**src/rtl/sm_addsub.sv**
```systemverilog
module sm_addsub #(
  parameter int W = 8
) (
  input  logic         clk,
  input  logic         rst_n,
  input  logic         start,
  input  logic         sub_op,
  input  logic         a_sign,
  input  logic [W-1:0] a_mag,
  input  logic         b_sign,
  input  logic [W-1:0] b_mag,
  output logic         done,
  output logic         res_sign,
  output logic [W-1:0] res_mag,
  output logic         ovf
);

  typedef enum logic [1:0] {S_IDLE, S_ADD, S_FIX} st_t;

  st_t         st;
  logic [W-1:0] ra, rb;
  logic         as_q, bs_q, e_q, aof_q, m_q;

  wire          mode = as_q ^ bs_q;
  wire [W-1:0]  bop  = mode ? ~rb : rb;
  wire [W:0]    sum  = {1'b0, ra} + {1'b0, bop} + (W+1)'(mode);

  always_ff @(posedge clk or negedge rst_n) begin
    if (!rst_n) begin
      st    <= S_IDLE;
      ra    <= '0;
      rb    <= '0;
      as_q  <= 1'b0;
      bs_q  <= 1'b0;
      e_q   <= 1'b0;
      aof_q <= 1'b0;
      m_q   <= 1'b0;
      done  <= 1'b0;
    end else begin
      done <= 1'b0;
      case (st)
        S_IDLE: if (start) begin
          ra    <= a_mag;
          rb    <= b_mag;
          as_q  <= a_sign;
          bs_q  <= b_sign ^ sub_op;
          st    <= S_ADD;
        end
        S_ADD: begin
          {e_q, ra} <= sum;
          aof_q     <= !mode && sum[W];
          m_q       <= mode;
          st        <= S_FIX;
        end
        S_FIX: begin
          if (m_q && !e_q) begin
            ra   <= -ra;
            as_q <= ~as_q;
          end
          if (ra == '0) as_q <= 1'b0;
          done <= 1'b1;
          st   <= S_IDLE;
        end
        default: st <= S_IDLE;
      endcase
    end
  end

  assign res_mag  = ra;
  assign res_sign = as_q;
  assign ovf      = aof_q;

  a_r8_done_pulse: assert property (@(posedge clk) disable iff (!rst_n)
    done |=> !done);

  a_r8_latency: assert property (@(posedge clk) disable iff (!rst_n)
    (start && st == S_IDLE) |-> ##3 done);

  a_r7_zero_positive: assert property (@(posedge clk) disable iff (!rst_n)
    (done && res_mag == '0) |-> !res_sign);

  a_r9_hold: assert property (@(posedge clk) disable iff (!rst_n)
    (st == S_IDLE && !start) |=> $stable({res_sign, res_mag, ovf}));

  a_r4_recomplement: assert property (@(posedge clk) disable iff (!rst_n)
    (st == S_FIX && m_q && !e_q) |=>
      (res_mag == W'(-$past(res_mag)) && res_sign != $past(res_sign)));

  a_r6_sub_no_ovf: assert property (@(posedge clk) disable iff (!rst_n)
    (done && m_q) |-> !ovf);

endmodule

```
**config.mk**
```make
export PLATFORM = sky130hd
export DESIGN_NAME = sm_addsub
export DESIGN_NICKNAME = d
export VERILOG_FILES = /design/src/rtl/sm_addsub.sv
export SDC_FILE = /design/constraint.sdc
export NUM_CORES = 1
export LEC_CHECK = 0
export ABC_AREA = 1
export BUFFER_PORTS_ARGS = -buffer_cell sky130_fd_sc_hd__buf_4
export CORE_MARGIN = 2
export CORE_UTILIZATION = 35
export CTS_CLUSTER_DIAMETER = 120
export CTS_CLUSTER_SIZE = 20
export DETAILED_ROUTE_END_ITERATION = 8
export PLACE_DENSITY = 0.55
export RECOVER_POWER = 100
export SETUP_SLACK_MARGIN = 0.4
export SYNTH_ARGS = -nofsm -noshare
export SYNTH_HDL_FRONTEND = slang
export SYNTH_SLANG_ARGS = --single-unit
```
**constraint.sdc**
```tcl
create_clock -name clk -period 4.1 [get_ports clk]
set_clock_uncertainty 0.15 [all_clocks]
set_input_delay 0.82 -clock clk [delete_from_list [all_inputs] [get_ports clk]]
set_output_delay 0.82 -clock clk [all_outputs]
set_load 0.1 [all_outputs]
```
==> out/metrics.cfg <==
[sta]
finalCriticalPeriod_ps = 2758
slew-limit-headroom = 0.06785
hold_viol_final = 0
setup-tns-final_ps = 0
finalSetupViolCount = 0
worst_pin_slew_ps = 1398
whs_ps = 357.0
fmax_mhz = 362.5
finalCritPeriodShare = 0.6728
slew_violations = 0
rsz0062_at_grt = false

[clock_network]
post_cts_buffers = 0
postCtsHoldBufs = 0
clock_sinks = 24
clock-root-buffer = clkbuf_8
clock_path_buffers = 2
clkSlewWorstSetupHoldPaths_ps = 90
clk_latency_ps = 270
h-tree-depth = 1
cts_resized = 0
cts_buffers = 3
cts_tree = done

[global_routing]
grt_use_total = 0.1823
global_route.overflow_total = 0
grt_pass1_wl_um = 7721
grt_max_degree = 25
grt_pass1_vias = 1610
antenna_found_initial = 0

[yosys]
synthArstFlopShare = 1.000
synth_fp_nets = 270
synth_edf_count = 0
ys_ff_latch = 24
synth_cell_type_count = 29
syn_inst = 232
synth_warnings = 0
synth_top_area_share = 0.3416
avgSynthCellArea_um2 = 7.577
synth_top_area_cell = dfrtp_1
yosys_most_used_dff = dfrtp_1
synth_area_um2 = 1758
yosys-top-cells-area = dfrtp_1, ha_1, nand2_1, inv_1, o21ai_0
ys_seq_area_frac = 0.3416

[route]
drc = 0
dr.pass1.iters = 4
wl_um = 4515
dr_total_vias = 1604
wl_per_cell_um = 13.72
ant_nets = 0
drt_iter0_markers = 107
vias_per_cell = 4.875

[job]
cap_violations = 0

[setup_path]
cp_data_arrival_time_ps = 2780
worstPathRequired_ps = 4120
start_kind = flip-flop
worst-path-max-fanout = 10
end_kind = flip-flop
worstSetupPathType = reg -> reg

[final_layout]
drive_above_1_share = 0.1260
syn2layout_area_growth_pct = 16.58
fillers = 513
nNetsFinal = 302
final_common_cell = nand2_1
final_cell_mix = nand2_1, inv_1, dfrtp_1, o21ai_0, buf_4
final_core_util = 0.4282
antenna_cells = 0
finalNonFillerCells = 329

[placement]
port-buffer-count = 32
gp_congestion = 0.8478
placedCellCount = 326
hpwl_um = 3387

[floorplanning]
initial_core_util = 0.3673
die_w_um = 74.87
boundaryPins = 33
die_h_um = 74.87
die_area_um2 = 5606
core-area_um2 = 4786
rows = 25

[status]
status = completed

[worst_hold_path]
hold_path.class = reg -> reg

==> kinds of logic after synthesis <==
| kind of cell | Yosys count | share of synthesized area |
|---|---|---|
| adder cells (fa/ha/maj) | 16 | 0.1181 |
| flip-flops | 24 | 0.3416 |
| buffers and inverters | 41 | 0.09039 |
| XOR/XNOR | 8 | 0.03986 |
| AND/OR/NAND/NOR | 91 | 0.2256 |
| AO/OA/AOI/OAI | 45 | 0.1395 |
| multiplexers | 7 | 0.04484 |
==> worst max-delay path, stage by stage, from the launching register on <==
cell     delay (ps)
dfrtp_1         380
inv_1            80
nand2_1          70
and2_0          550
xor2_1          190
inv_1            70
ha_1            300
a21o_1          220
nand2_1          80
nand3_1          80
nand2_1          80
nand2_1          50
a21oi_1         170
nor2_1           60
nand2_1          60
nand2_1          60
==> state kept, by name, indices dropped and copies added, names as in the netlist <==
register / cells
rb: 8
res_mag: 8
st: 2
bs_q: 1
done: 1
e_q: 1
m_q: 1
ovf: 1
res_sign: 1
==> cells in the mapped netlist, drive strengths merged (3+ instances only) <==
cell / n
nand2: 50
dfrtp: 24
nor3: 6
nand4: 3
ha: 15
a31oi: 3
a21oi: 8
mux2: 7
nand3: 14
nor2: 15
inv: 36
buf: 4
xor2: 7
o21ai: 27
==> worst paths after layout <==
kind                                      start                      to  slack, ps  depth (start not counted)
min in group asynchronous                 rst_n       rb[1]$_DFFE_PN0P_        700                          1
setup reg to reg           res_sign$_DFFE_PN0P_         ovf$_DFFE_PN0P_       1340                         15
setup / recovery           res_sign$_DFFE_PN0P_         ovf$_DFFE_PN0P_       1340                         15
hold / removal                  e_q$_DFFE_PN0P_         e_q$_DFFE_PN0P_        360                          2
max in group asynchronous                 rst_n  res_mag[5]$_DFFE_PN0P_       2280                          1
hold reg to reg                 e_q$_DFFE_PN0P_         e_q$_DFFE_PN0P_        360                          2
==> cell type report <==
type / count / area [µm²] / share of cell area
multi-input combinational: 167 / 993.5 / 0.4847
tap: 67 / 83.83 / 0.04090
inverter: 36 / 135.1 / 0.06593
sequential: 24 / 600.6 / 0.2930
timing repair buffer: 32 / 195.2 / 0.09524
clock buffer: 3 / 41.29 / 0.02015
==> stage by stage <==
step	setup WS [ps]	area, µm²
final	1342	2049
after detailed placement	1486	2058
after global routing	950.7	2049
after global placement	1556	2058
after CTS	1428	2100
after floorplan	1113	1758
==> layer usage <==
| metal | up-vias | wire, µm | global-route usage |
|---|---|---|---|
| met2 | 39 | 2016 | 0.2885 |
| met5 | - | 0 | 0 |
| met1 | 730 | 2156 | 0.2554 |
| li1 | 826 | - | - |
| met4 | 0 | 78 | 0.05754 |
| met3 | 9 | 263 | 0.02945 |
Power is not shown: default switching activity piles up to over one toggle a cycle in this logic, so the estimate is an artifact.
